[src/rtl/gpio_pwm_pkg.sv]
package gpio_pwm_pkg;
  // Decoded access strobes handed from the address decoder to the pin datapath
  typedef struct packed {
    logic wrCtrl;
    logic wrData;
    logic rdCtrl;
    logic rdData;
  } gpioStrobe_t;
endpackage

[src/rtl/gpio_regdecode.sv]
module gpio_regdecode
  import gpio_pwm_pkg::*;
#(
  parameter int ADDR_W    = 8,
  parameter int CTRL_ADDR = 6,
  parameter int DATA_ADDR = 7
) (
  input  logic              clk,
  input  logic              rstN,
  input  logic [ADDR_W-1:0] regAddr,
  input  logic              regWrEn,
  output gpioStrobe_t       strb
);
  localparam logic [ADDR_W-1:0] CtrlSel = ADDR_W'(CTRL_ADDR);
  localparam logic [ADDR_W-1:0] DataSel = ADDR_W'(DATA_ADDR);

  logic hitCtrl;
  logic hitData;

  assign hitCtrl = (regAddr == CtrlSel);
  assign hitData = (regAddr == DataSel);

  always_comb begin
    strb.rdCtrl = hitCtrl;
    strb.rdData = hitData;
    strb.wrCtrl = hitCtrl && regWrEn;
    strb.wrData = hitData && regWrEn;
  end

  // an address outside the map raises no strobe
  a_r9_no_stray_strobe: assert property (@(posedge clk) disable iff (!rstN)
    (regAddr != CtrlSel && regAddr != DataSel) |-> (strb == '0));

  // at most one write strobe at a time
  a_r9_single_write: assert property (@(posedge clk) disable iff (!rstN)
    $onehot0({strb.wrCtrl, strb.wrData}));
endmodule

[src/rtl/gpio_pinpath.sv]
module gpio_pinpath
  import gpio_pwm_pkg::*;
#(
  parameter int NUM_PINS    = 3,
  parameter int DATA_W      = 8,
  parameter int SYNC_STAGES = 2
) (
  input  logic                clk,
  input  logic                rstN,
  input  gpioStrobe_t         strb,
  input  logic [DATA_W-1:0]   wrData,
  output logic [DATA_W-1:0]   rdData,
  input  logic [NUM_PINS-1:0] pinIn,
  output logic [NUM_PINS-1:0] pinOut,
  output logic [NUM_PINS-1:0] pinOe,
  output logic                pwmLevel
);
  localparam int PwmBit = NUM_PINS;

  logic [NUM_PINS-1:0] oenReg;
  logic                pwmEn;
  logic [NUM_PINS-1:0] driveReg;
  logic [NUM_PINS-1:0] syncChain [SYNC_STAGES];
  logic [NUM_PINS-1:0] pinSync;
  logic [DATA_W-1:0]   ctrlView;
  logic [DATA_W-1:0]   pinView;
  logic                unusedWrBits;

  assign unusedWrBits = ^wrData[DATA_W-1:PwmBit+1];

  // Control and drive registers
  always_ff @(posedge clk or negedge rstN) begin
    if (!rstN) begin
      oenReg   <= '0;
      pwmEn    <= 1'b0;
      driveReg <= '0;
    end else begin
      if (strb.wrCtrl) begin
        oenReg <= wrData[NUM_PINS-1:0];
        pwmEn  <= wrData[PwmBit];
      end
      if (strb.wrData) begin
        driveReg <= wrData[NUM_PINS-1:0];
      end
    end
  end

  // Pad input synchronizer
  for (genvar g = 0; g < SYNC_STAGES; g++) begin : gSync
    always_ff @(posedge clk or negedge rstN) begin
      if (!rstN) begin
        syncChain[g] <= '0;
      end else begin
        if (g == 0) syncChain[g] <= pinIn;
        else        syncChain[g] <= syncChain[(g == 0) ? 0 : g-1];
      end
    end
  end
  assign pinSync = syncChain[SYNC_STAGES-1];

  // Direction: PWM mode takes pin 0 away from the output driver
  for (genvar p = 0; p < NUM_PINS; p++) begin : gDir
    if (p == 0) begin : gPwmPin
      assign pinOe[p] = oenReg[p] & ~pwmEn;
    end else begin : gPlainPin
      assign pinOe[p] = oenReg[p];
    end
  end

  assign pinOut   = driveReg;
  assign pwmLevel = pwmEn & pinSync[0];

  // Readback
  always_comb begin
    ctrlView                 = '0;
    ctrlView[NUM_PINS-1:0]   = oenReg;
    ctrlView[PwmBit]         = pwmEn;
    pinView                  = '0;
    pinView[NUM_PINS-1:0]    = pinSync;
    if (strb.rdCtrl)      rdData = ctrlView;
    else if (strb.rdData) rdData = pinView;
    else                  rdData = '0;
  end

  // Cycles since reset, for the latency check
  logic [3:0] warmCnt;
  always_ff @(posedge clk or negedge rstN) begin
    if (!rstN)                     warmCnt <= '0;
    else if (warmCnt < 4'(SYNC_STAGES)) warmCnt <= warmCnt + 4'd1;
  end

  a_r4_pwm_forces_input: assert property (@(posedge clk) disable iff (!rstN)
    (strb.wrCtrl && wrData[PwmBit]) |=> !pinOe[0]);

  a_r3_dir_follows_write: assert property (@(posedge clk) disable iff (!rstN)
    strb.wrCtrl |=> pinOe[NUM_PINS-1:1] == $past(wrData[NUM_PINS-1:1]));

  a_r5_drive_follows_write: assert property (@(posedge clk) disable iff (!rstN)
    strb.wrData |=> pinOut == $past(wrData[NUM_PINS-1:0]));

  a_r9_dir_holds: assert property (@(posedge clk) disable iff (!rstN)
    !strb.wrCtrl |=> $stable(pinOe));

  a_r9_drive_holds: assert property (@(posedge clk) disable iff (!rstN)
    !strb.wrData |=> $stable(pinOut));

  a_r7_pwm_off_quiet: assert property (@(posedge clk) disable iff (!rstN)
    (strb.wrCtrl && !wrData[PwmBit]) |=> !pwmLevel);

  a_r6_sync_latency: assert property (@(posedge clk) disable iff (!rstN)
    (warmCnt == 4'(SYNC_STAGES) && strb.rdData) |->
      rdData[NUM_PINS-1:0] == $past(pinIn, SYNC_STAGES));
endmodule

[src/rtl/gpio_pwm_port.sv]
module gpio_pwm_port
  import gpio_pwm_pkg::*;
#(
  parameter int NUM_PINS    = 3,
  parameter int ADDR_W      = 8,
  parameter int DATA_W      = 8,
  parameter int CTRL_ADDR   = 6,
  parameter int DATA_ADDR   = 7,
  parameter int SYNC_STAGES = 2
) (
  input  logic                clk,
  input  logic                rstN,
  input  logic [ADDR_W-1:0]   regAddr,
  input  logic [DATA_W-1:0]   regWrData,
  input  logic                regWrEn,
  output logic [DATA_W-1:0]   regRdData,
  input  logic [NUM_PINS-1:0] pinIn,
  output logic [NUM_PINS-1:0] pinOut,
  output logic [NUM_PINS-1:0] pinOe,
  output logic                pwmLevel
);
  gpioStrobe_t strb;

  gpio_regdecode #(
    .ADDR_W(ADDR_W), .CTRL_ADDR(CTRL_ADDR), .DATA_ADDR(DATA_ADDR)
  ) u_decode (
    .clk(clk), .rstN(rstN), .regAddr(regAddr), .regWrEn(regWrEn), .strb(strb)
  );

  gpio_pinpath #(
    .NUM_PINS(NUM_PINS), .DATA_W(DATA_W), .SYNC_STAGES(SYNC_STAGES)
  ) u_path (
    .clk(clk), .rstN(rstN), .strb(strb), .wrData(regWrData),
    .rdData(regRdData), .pinIn(pinIn), .pinOut(pinOut),
    .pinOe(pinOe), .pwmLevel(pwmLevel)
  );
endmodule

[config.mk]
export PLATFORM = sky130hd
export DESIGN_NAME = gpio_pwm_port
export DESIGN_NICKNAME = d
export VERILOG_FILES = /design/src/rtl/gpio_pwm_pkg.sv /design/src/rtl/gpio_regdecode.sv /design/src/rtl/gpio_pinpath.sv /design/src/rtl/gpio_pwm_port.sv
export SDC_FILE = /design/constraint.sdc
export NUM_CORES = 1
export LEC_CHECK = 0
export BUFFER_PORTS_ARGS = -buffer_cell sky130_fd_sc_hd__buf_4
export CORE_AREA = 10 10 56 66
export DETAILED_ROUTE_END_ITERATION = 8
export DIE_AREA = 0 0 66 76
export PLACE_DENSITY = 0.61
export SKIP_CTS_REPAIR_TIMING = 1
export SYNTH_ARGS = -nofsm -noshare
export SYNTH_HDL_FRONTEND = slang
export SYNTH_SLANG_ARGS = --single-unit
[constraint.sdc]
create_clock -name clk -period 1.8 [get_ports clk]
set_input_delay 0.18 -clock clk [delete_from_list [all_inputs] [get_ports clk]]
set_output_delay 0.18 -clock clk [all_outputs]
set_load 0.03 [all_outputs]
==> results of run 1 <==
-- metrics by stage --
| stage | power (W) | instances | utilization (%) | cell area, µm² |
|---|---|---|---|---|
| final | 0.000582 | 109 | 35.2 | 871 |
| after global routing | 0.000620 | 109 | 35.2 | 871 |
| after CTS | 0.000586 | 105 | 33.4 | 828 |
| after detailed placement | 0.000414 | 101 | 32.3 | 801 |
| after global placement | 0.000412 | 101 | 32.3 | 801 |
| after floorplan | 0.000374 | 47 | - | 598 |
-- cells in the mapped netlist --
cell type / instances / area share (%)
nor2b_1: 1 / 1.1
or2_2: 1 / 1.1
conb_1: 1 / 0.64
or4_4: 1 / 1.9
nor4_4: 1 / 3.7
nand3b_1: 1 / 1.3
buf_4: 6 / 7.7
nor3b_1: 1 / 1.3
mux2i_1: 3 / 5.2
inv_1: 1 / 0.64
nand2_1: 1 / 0.64
mux2_2: 7 / 14
and2_1: 1 / 1.1
nor3_2: 1 / 1.7
dfrtp_1: 13 / 56
clkbuf_1: 1 / 0.64
nor2_1: 3 / 1.9
-- power breakdown --
group | leakage, nW | total, W | switching, W | internal (W)
clock | 0.0177 | 0.000169 | 0.0000870 | 0.0000821
combinational | 0.252 | 0.000101 | 0.0000511 | 0.0000498
sequential | 0.166 | 0.000312 | 0.00000628 | 0.000306
-- final timing paths --
path | startpoint | endpoint | slack, ns | cells after the start
worst min-delay path | regWrData[3] | u_path.pwmEn$_DFFE_PN0P_ | 0.15 | 2
worst min register to register | u_path.syncChain[4]$_DFF_PN0_ | u_path.pinSync[1]$_DFF_PN0_ | 0.35 | 0
max in group asynchronous | rstN | u_path.oenReg[0]$_DFFE_PN0P_ | 1.37 | 2
min in group asynchronous | rstN | u_path.pinSync[1]$_DFF_PN0_ | 0.28 | 2
worst max register to register | u_path.pwmEn$_DFFE_PN0P_ | u_path.pwmEn$_DFFE_PN0P_ | 1.02 | 1
worst max-delay path | regAddr[7] | regRdData[3] | 0.12 | 5
-- cell families after synthesis --
kind of cell,Yosys count
and+or+nand+nor,12
DFF,13
other,1
muxes,10
buffers and inverters,8
-- state kept, by name, indices dropped and copies added, names as in the netlist --
| register | flops |
|---|---|
| u_path.pinOut | 3 |
| u_path.pinSync | 3 |
| u_path.oenReg | 3 |
| u_path.pwmEn | 1 |
| u_path.syncChain | 3 |
-- layout make-up --
class	count	area (µm²)	area share, %
repair buffers	32	250	28.7
clock buffers	3	22.5	2.59
multi-input cells	26	223	25.6
well taps	33	41.3	4.74
flip-flops and latches	13	325	37.4
inverters	1	3.75	0.431
clock inverters	1	5.00	0.575
-- per-layer routing --
| layer | vias to the layer above | wire, µm | GRT usage (%) |
|---|---|---|---|
| met3 | 2 | 184 | 3.38 |
| met4 | 0 | 9 | 3.15 |
| li1 | 202 | - | - |
| met2 | 22 | 607 | 8.33 |
| met5 | - | 0 | 0 |
| met1 | 183 | 498 | 4.91 |
==> metrics.csv, run 1 <==
metric;value;unit
vias in the first global route;463;
max_cap viols;0;
layout cells sized above 1;57.9;%
post-route ant nets;0;
Compound-Gate Fraction of Synth Area;0;%
area grow syn2layout;49.7;%
CP max stage cell;or4_4;
status;finished, final reports clean;
GRT overflow;0;
cell family with most CP delay;simple AND/OR/NAND/NOR gates;
initial core utilization;23.5;%
first-pass GRT wire length;2.08;mm
Power Density;669;nW/µm²
leading cell type in the layout, fill and taps excluded;buf_4;
warnings from Yosys;0;
f_max;595;MHz
synthesized netlist cell count;44;
Vias;409;
final worst slack;0.119;ns
Crit path buffers/inverters;2;
Crit path required time;1.62;ns
crit path DAT;1.50;ns
Final Hold Viols;0;
Wirelength per Cell;11.9;µm
IO Port Bufs;28;
RSZ-0062 raised after global routing;false;
critical path launch point type;input port;
Worst path max stage delay;0.57;ns
gpl congestion;0.734;
IO Count;37;
count of cell types in the netlist;17;
CTS H-tree depth;1;
crit-path max FO;4;
Worst-Skew Late Latency;0.26;ns
ant diodes;0;
Final Slew Violations;0;
dpl ws;0.0345;ns
vias per cell;3.75;
most frequent cells in the layout;buf_4 (28), dfrtp_1 (13), mux2_2 (7);
Hold Crit Class;input port to flop;
FF+latch count, synth;13;
Synth Area in XOR/XNOR;0;%
TritonCTS clock tree;done;
register area share after synthesis;55.9;%
largest family of logic cells by synthesized area;multiplexers;
CP dominant cell by count;buf_4;
clock-pin slew on the worst setup and hold paths;0.07;ns
Mapped Area;582;µm²
Setup TNS Final;0;ns
Cell Chain, Critical Path;buf_4 -> or4_4 -> or2_4 -> nor3b_2 -> buf_4;
simple-gate area share of the yosys netlist;15.7;%
fin nets;99;
Final Skew;0.0000958;ns
Leak;0.436;nW
fin crit share;93.4;%
Mean Syn Cell Area;13.2;µm²
final wirelength;1.30;mm
multiplexer share of the synthesized area;18.7;%
num rows;20;
drt initial violations;12;
drc violations;0;
Layout fillers;252;
Final setup viols;0;
WHS;0.153;ns
CTS Root Buffer Type;clkbuf_4;
Die W;66;µm
pin count of the biggest net entering global routing;14;
CTS Buf Count;3;
Worst VDD drop;410;µV
GRT Util Overall;5.26;%
Pre-antenna DRT Iters;2;
CP Class;input port to output port;
Die ar.;5020;µm²
Clock Sinks;13;
Clock Tree Buf Depth;2;
Final min period;1.68;ns
Setup crit end kind;output port;
core area;2480;µm²
initial antenna violation count;0;
Synth Area in Adders;0;%
Die H;76;µm
No activity file was read; power rests on OpenSTA's default activity.
==> inputs of run 2 (changes only) <==
--- a/config.mk
+++ b/config.mk
@@ -6,10 +6,10 @@
 export NUM_CORES = 1
 export LEC_CHECK = 0
 export BUFFER_PORTS_ARGS = -buffer_cell sky130_fd_sc_hd__buf_4
-export CORE_AREA = 10 10 56 66
+export CORE_AREA = 10 10 50 52
 export DETAILED_ROUTE_END_ITERATION = 8
-export DIE_AREA = 0 0 66 76
-export PLACE_DENSITY = 0.61
+export DIE_AREA = 0 0 60 62
+export PLACE_DENSITY = 0.83
 export SKIP_CTS_REPAIR_TIMING = 1
 export SYNTH_ARGS = -nofsm -noshare
 export SYNTH_HDL_FRONTEND = slang
==> run 2 against run 1 <==
  * Global-route usage grew 1.3 points
  * Clock power barely moved
  * Critical path depth unchanged
  * Worst hold slack got worse by 0.13 ns
  * Critical path type unchanged
  * Critical endpoint unchanged
  * Non-clock buffer count down 3
  * Core utilization increased by 15 points
  * Clock skew rose by 0.0051 ns
  * Power shrank 0.94%
  * Cell area down 6.2%
  * Count of clock-buffer cells in the layout is 1 higher
  * Register-to-register slack barely moved
==> metrics.csv, run 2 (synthesis gave the netlist of run 1 again) <==
metric;value;unit
Cell Chain, Critical Path;buf_4 -> or4_4 -> or2_2 -> nor3b_2 -> buf_4;
most frequent cells in the layout;buf_4 (28), dfrtp_1 (13), mux2_2 (7);
first-pass GRT wire length;1.90;mm
clock-pin slew on the worst setup and hold paths;0.07;ns
CTS H-tree depth;1;
RSZ-0062 raised after global routing;false;
Leak;0.419;nW
Clock Tree Buf Depth;2;
Hold Crit Class;input port to flop;
final worst slack;0.0555;ns
layout cells sized above 1;58.9;%
switching power share of the total;24.2;%
WHS;0.0227;ns
internal power;0.000437;W
final cell utilization of the core;50.6;%
drt initial violations;1;
CTS Root Buffer Type;clkbuf_4;
Power Density;706;nW/µm²
Final min period;1.74;ns
Layout fillers;154;
Pre-antenna DRT Iters;2;
Net Switching;0.000140;W
Sequential Area;325;µm²
CP Class;input port to output port;
Wirelength per Cell;13.9;µm
Clock power frac;29.2;%
Worst VDD drop;409;µV
Vias;411;
Worst-Skew Late Latency;0.26;ns
post-route ant nets;0;
Final setup viols;0;
dpl ws;0.0480;ns
num rows;15;
CP dominant cell by count;buf_4;
Die H;62;µm
CP max stage cell;or4_4;
leading cell type in the layout, fill and taps excluded;buf_4;
IO Count;37;
fin crit share;96.9;%
gpl congestion;0.633;
Die ar.;3720;µm²
max_cap viols;0;
area grow syn2layout;40.4;%
Combinational Power Share;16.6;%
IO Port Bufs;28;
core area;1610;µm²
DP HPWL;1.12;mm
fin nets;96;
Final Skew;0.00520;ns
Worst path max stage delay;0.56;ns
Final Slew Violations;0;
pin count of the biggest net entering global routing;14;
status;finished, final reports clean;
Die W;60;µm
vias per cell;4.57;
crit-path max FO;4;
Crit path required time;1.62;ns
vias in the first global route;437;
sequential share of power;54.2;%
crit path DAT;1.56;ns
drc violations;0;
Setup crit end kind;output port;
ant diodes;0;
GRT Util Overall;6.59;%
f_max;573;MHz
initial core utilization;36.0;%
initial antenna violation count;0;
area of the multi-input gates;220;µm²
CTS Buf Count;3;
Final Hold Viols;0;
Setup TNS Final;0;ns
final wirelength;1.25;mm
GRT overflow;0;
Clock Sinks;13;
TritonCTS clock tree;done;
critical path launch point type;input port;
## run 2: changes by cell type in the layout (fill, tap and decap cells not counted)
cell,previous run,this run
dlygate4sd3_1,4,1
clkbuf_1,0,1
clkinv_2,1,0
or2_2,0,1
or2_4,1,0
## run 2: path summary, 6_finish.rpt
check / start / to / slack (ns) / cells past startpoint
max in group asynchronous: rstN / u_path.pinOut[0]$_DFFE_PN0P_ / 1.35 / 2
setup / recovery: regAddr[7] / regRdData[3] / 0.06 / 5
hold / removal: pinIn[1] / u_path.syncChain[4]$_DFF_PN0_ / 0.02 / 1
min in group asynchronous: rstN / u_path.pinOut[1]$_DFFE_PN0P_ / 0.29 / 2
setup reg to reg: u_path.oenReg[2]$_DFFE_PN0P_ / u_path.oenReg[2]$_DFFE_PN0P_ / 1.03 / 1
hold reg to reg: u_path.syncChain[4]$_DFF_PN0_ / u_path.pinSync[1]$_DFF_PN0_ / 0.34 / 0
## run 2: final cells by class
type,instances,area share [%]
Sequential cell,13,39.8
Multi-Input combinational cell,26,27.0
Timing Repair Buffer,29,27.0
Clock buffer,4,3.22
Tap cell,17,2.60
Inverter,1,0.459
## run 2: critical path: cells and delay by family
family                 cells  cell delay, ns
and+or+nand+nor            3            1.11
buffers and inverters      2            0.29
## run 2: layer usage
layer | vias up | GRT usage, % | wire length [µm]
met1 | 198 | 6.25 | 430
met5 | - | 0 | 0
met3 | 0 | 3.66 | 158
met4 | 0 | 0.962 | 0
li1 | 194 | - | -
met2 | 19 | 12.4 | 662
## run 2: power groups by stage
| stage | Combinational [W] | Clock, W | Sequential (W) |
|---|---|---|---|
| CTS | 0.0000950 | 0.000175 | 0.000313 |
| floorplan | 0.0000501 | 0 | 0.000324 |
| finish | 0.0000955 | 0.000168 | 0.000313 |
| detailed placement | 0.0000949 | 0 | 0.000319 |
| global placement | 0.0000930 | 0 | 0.000318 |
| global route | 0.000102 | 0.000188 | 0.000314 |
## run 2: per-stage QoR
| step | area [µm²] | instances | total power (W) |
|---|---|---|---|
| final | 817 | 90 | 0.000577 |
| after CTS | 807 | 89 | 0.000583 |
| after floorplan | 598 | 47 | 0.000374 |
| after global routing | 817 | 90 | 0.000605 |
| after global placement | 781 | 85 | 0.000411 |
| after detailed placement | 781 | 85 | 0.000414 |
==> inputs of run 3 (changes only) <==
--- a/config.mk
+++ b/config.mk
@@ -5,10 +5,12 @@
 export SDC_FILE = /design/constraint.sdc
 export NUM_CORES = 1
 export LEC_CHECK = 0
+export ABC_AREA = 1
 export BUFFER_PORTS_ARGS = -buffer_cell sky130_fd_sc_hd__buf_4
-export CORE_AREA = 10 10 50 52
+export CORE_AREA = 10 10 51 53
 export DETAILED_ROUTE_END_ITERATION = 8
-export DIE_AREA = 0 0 60 62
+export DIE_AREA = 0 0 61 63
+export GPL_TIMING_DRIVEN = 0
 export PLACE_DENSITY = 0.83
 export SKIP_CTS_REPAIR_TIMING = 1
 export SYNTH_ARGS = -nofsm -noshare
==> run 3 against run 2 <==
  * Sequential share of layout area decreased by 5.1 points
  * Critical endpoint is now regRdData[0]
  * Setup slack improved by 0.56 ns
  * Non-clock buffer count increased by 9
  * Power increased by 4.0%
  * Combinational power increased by 20%
  * Synthesized cell count increased by 73%
  * Critical path type unchanged
  * Final cell count increased by 46%
  * Clock skew decreased by 0.0051 ns
  * Cell area increased by 15%
  * Core utilization increased by 6.0 points
==> metrics.csv, run 3 <==
metric;value;unit
status;finished, final reports clean;
fin nets;137;
gpl congestion;0.884;
GRT overflow;0;
fin crit share;65.9;%
post-route ant nets;0;
Final Slew Violations;0;
switching power share of the total;25.8;%
Power Density;641;nW/µm²
CTS Buf Count;3;
Setup crit end kind;output port;
FF+latch count, synth;13;
CP max stage cell;buf_4;
Yosys top cell by area;dfrtp_1;
Mean Syn Cell Area;8.35;µm²
Final Skew;0.0000632;ns
initial core utilization;38.4;%
DP HPWL;1.35;mm
core area;1650;µm²
first-pass GRT wire length;2.53;mm
synthesized netlist cell count;76;
CTS H-tree depth;1;
Cell Chain, Critical Path;buf_4 -> nor2_1 -> nand2_2 -> clkinv_2 -> nand2_1 -> o21ai_1 -> buf_4;
most common cell in the netlist;nand2_1;
Hold Crit Class;input port to flop;
vias per cell;4.61;
Crit path buffers/inverters;3;
crit-path max FO;9;
register area share after synthesis;51.3;%
Wirelength per Cell;12.3;µm
synth top area cells;dfrtp_1 (51%), nand2_1 (14%), buf_4 (7.1%);
CP Class;input port to output port;
Vias;604;
Net Switching;0.000155;W
final worst slack;0.614;ns
worst reg2reg path depth;2;
drc violations;0;
crit path DAT;1.01;ns
Pwr Total;0.000600;W
pin count of the biggest net entering global routing;14;
Mapped Area;634;µm²
Pre-antenna DRT Iters;4;
Synth top cells by count;nand2_1 (24), dfrtp_1 (13), inv_1 (7), nand3_1 (7), nor2_1 (7);
top_reg_cell synth;dfrtp_1;
CTS Root Buffer Type;clkbuf_4;
Setup TNS Final;0;ns
leading cell type in the layout, fill and taps excluded;buf_4;
num rows;15;
Die ar.;3840;µm²
Critical Path Source;regAddr[5];
Clock Tree Buf Depth;2;
dpl ws;0.607;ns
Die H;63;µm
GRT Util Overall;8.33;%
r2r startpoint;u_path.oenReg[2]$_DFFE_PN0P_;
cell family with most CP delay;buffers and inverters;
Clock power frac;28.6;%
IO Count;37;
Combinational Power Share;19.1;%
R2R Path End;u_path.oenReg[2]$_DFFE_PN0P_;
RSZ-0062 raised after global routing;false;
vias in the first global route;624;
Die W;61;µm
Leak;0.524;nW
initial antenna violation count;0;
internal power;0.000445;W
most frequent cells in the layout;buf_4 (33), nand2_1 (24), dfrtp_1 (13);
Final min period;1.19;ns
area grow syn2layout;47.5;%
IO Port Bufs;27;
cell count along the critical path;7;
Final setup viols;0;
Worst-Skew Late Latency;0.27;ns
Crit path required time;1.62;ns
slack of the worst reg-to-reg path;1.16;ns
warnings from Yosys;0;
sequential share of power;52.3;%
Worst VDD drop;543;µV
clock-pin slew on the worst setup and hold paths;0.07;ns
ant diodes;0;
drt initial violations;11;
CP dominant cell by count;buf_4;
final wirelength;1.61;mm
layout cells sized above 1;37.7;%
Hold Crit Start;regWrData[3];
critical path launch point type;input port;
Clock Sinks;13;
top cell type's share of synthesized area;51.3;%
max_cap viols;0;
Final Hold Viols;0;
Worst path max stage delay;0.17;ns
TritonCTS clock tree;done;
count of cell types in the netlist;14;
crit path capture;regRdData[0];
ys async rst share;100;%
f_max;843;MHz
number of synthesized flops with an enable pin;0;
## run 3: changes by cell type in the layout (fill, tap and decap cells not counted), moves of 4 or more
cell,before,now
buf_4,28,33
nor2_1,3,7
nand2_1,1,24
nand3_1,0,7
mux2_2,7,0
inv_1,1,7
## run 3: how the worst min path moves through the flow
stage	endpoint	slack (ns)	cells after the start
finish	u_path.pwmEn$_DFFE_PN0P_	0.15	3
floorplan	u_path.oenReg[0]$_DFFE_PN0P_	-0.12	0
detailed placement	u_path.oenReg[2]$_DFFE_PN0P_	0.03	1
CTS	u_path.pinSync[1]$_DFF_PN0_	-0.26	1
global placement	u_path.syncChain[3]$_DFF_PN0_	0.03	1
global route	u_path.pwmEn$_DFFE_PN0P_	0.16	3
## run 3: stage by stage
stage                     instance area [µm²]  std cells  hold WS, ns  util [%]
after CTS                                 896        127       -0.264      54.2
after global placement                    870        123       0.0270      52.7
after floorplan                           646         79       -0.116         -
final                                     936        131        0.154      56.7
after global routing                      936        131        0.156      56.7
after detailed placement                  870        123       0.0313      52.7
## run 3: logic make-up after synthesis
group,count (synthesis),share of synthesized area [%]
buf+inv,15,12.8
simple gates,46,34.5
flops,13,51.3
other cells,1,0.591
compound gates,1,0.788
## run 3: power by group through the flow
stage,combinational [W],clock [W],sequential [W]
after global placement,0.000106,0,0.000318
after CTS,0.000109,0.000176,0.000314
final,0.000115,0.000171,0.000313
after global routing,0.000125,0.000194,0.000315
after detailed placement,0.000109,0,0.000319
after floorplan,0.0000516,0,0.000324
## run 3: final cells by class
class,count,area (µm²)
inverters,8,31.3
clock buffers,4,26.3
fillers,155,716
multi-input cells,51,239
plain buffers,7,50.0
repair buffers,31,243
well taps,17,21.3
flip-flops and latches,13,325
## run 3: worst min-delay path, delay by kind of cell
family,cells,cell delay (ns)
and+or+nand+nor,2,0.13
buffers and inverters,1,0.08
## run 3: routing by layer
layer / routed length [µm] / global-route usage, %
met1: 621 / 8.54
met2: 701 / 12.0
met3: 265 / 5.89
met4: 17 / 4.67
met5: 0 / 0
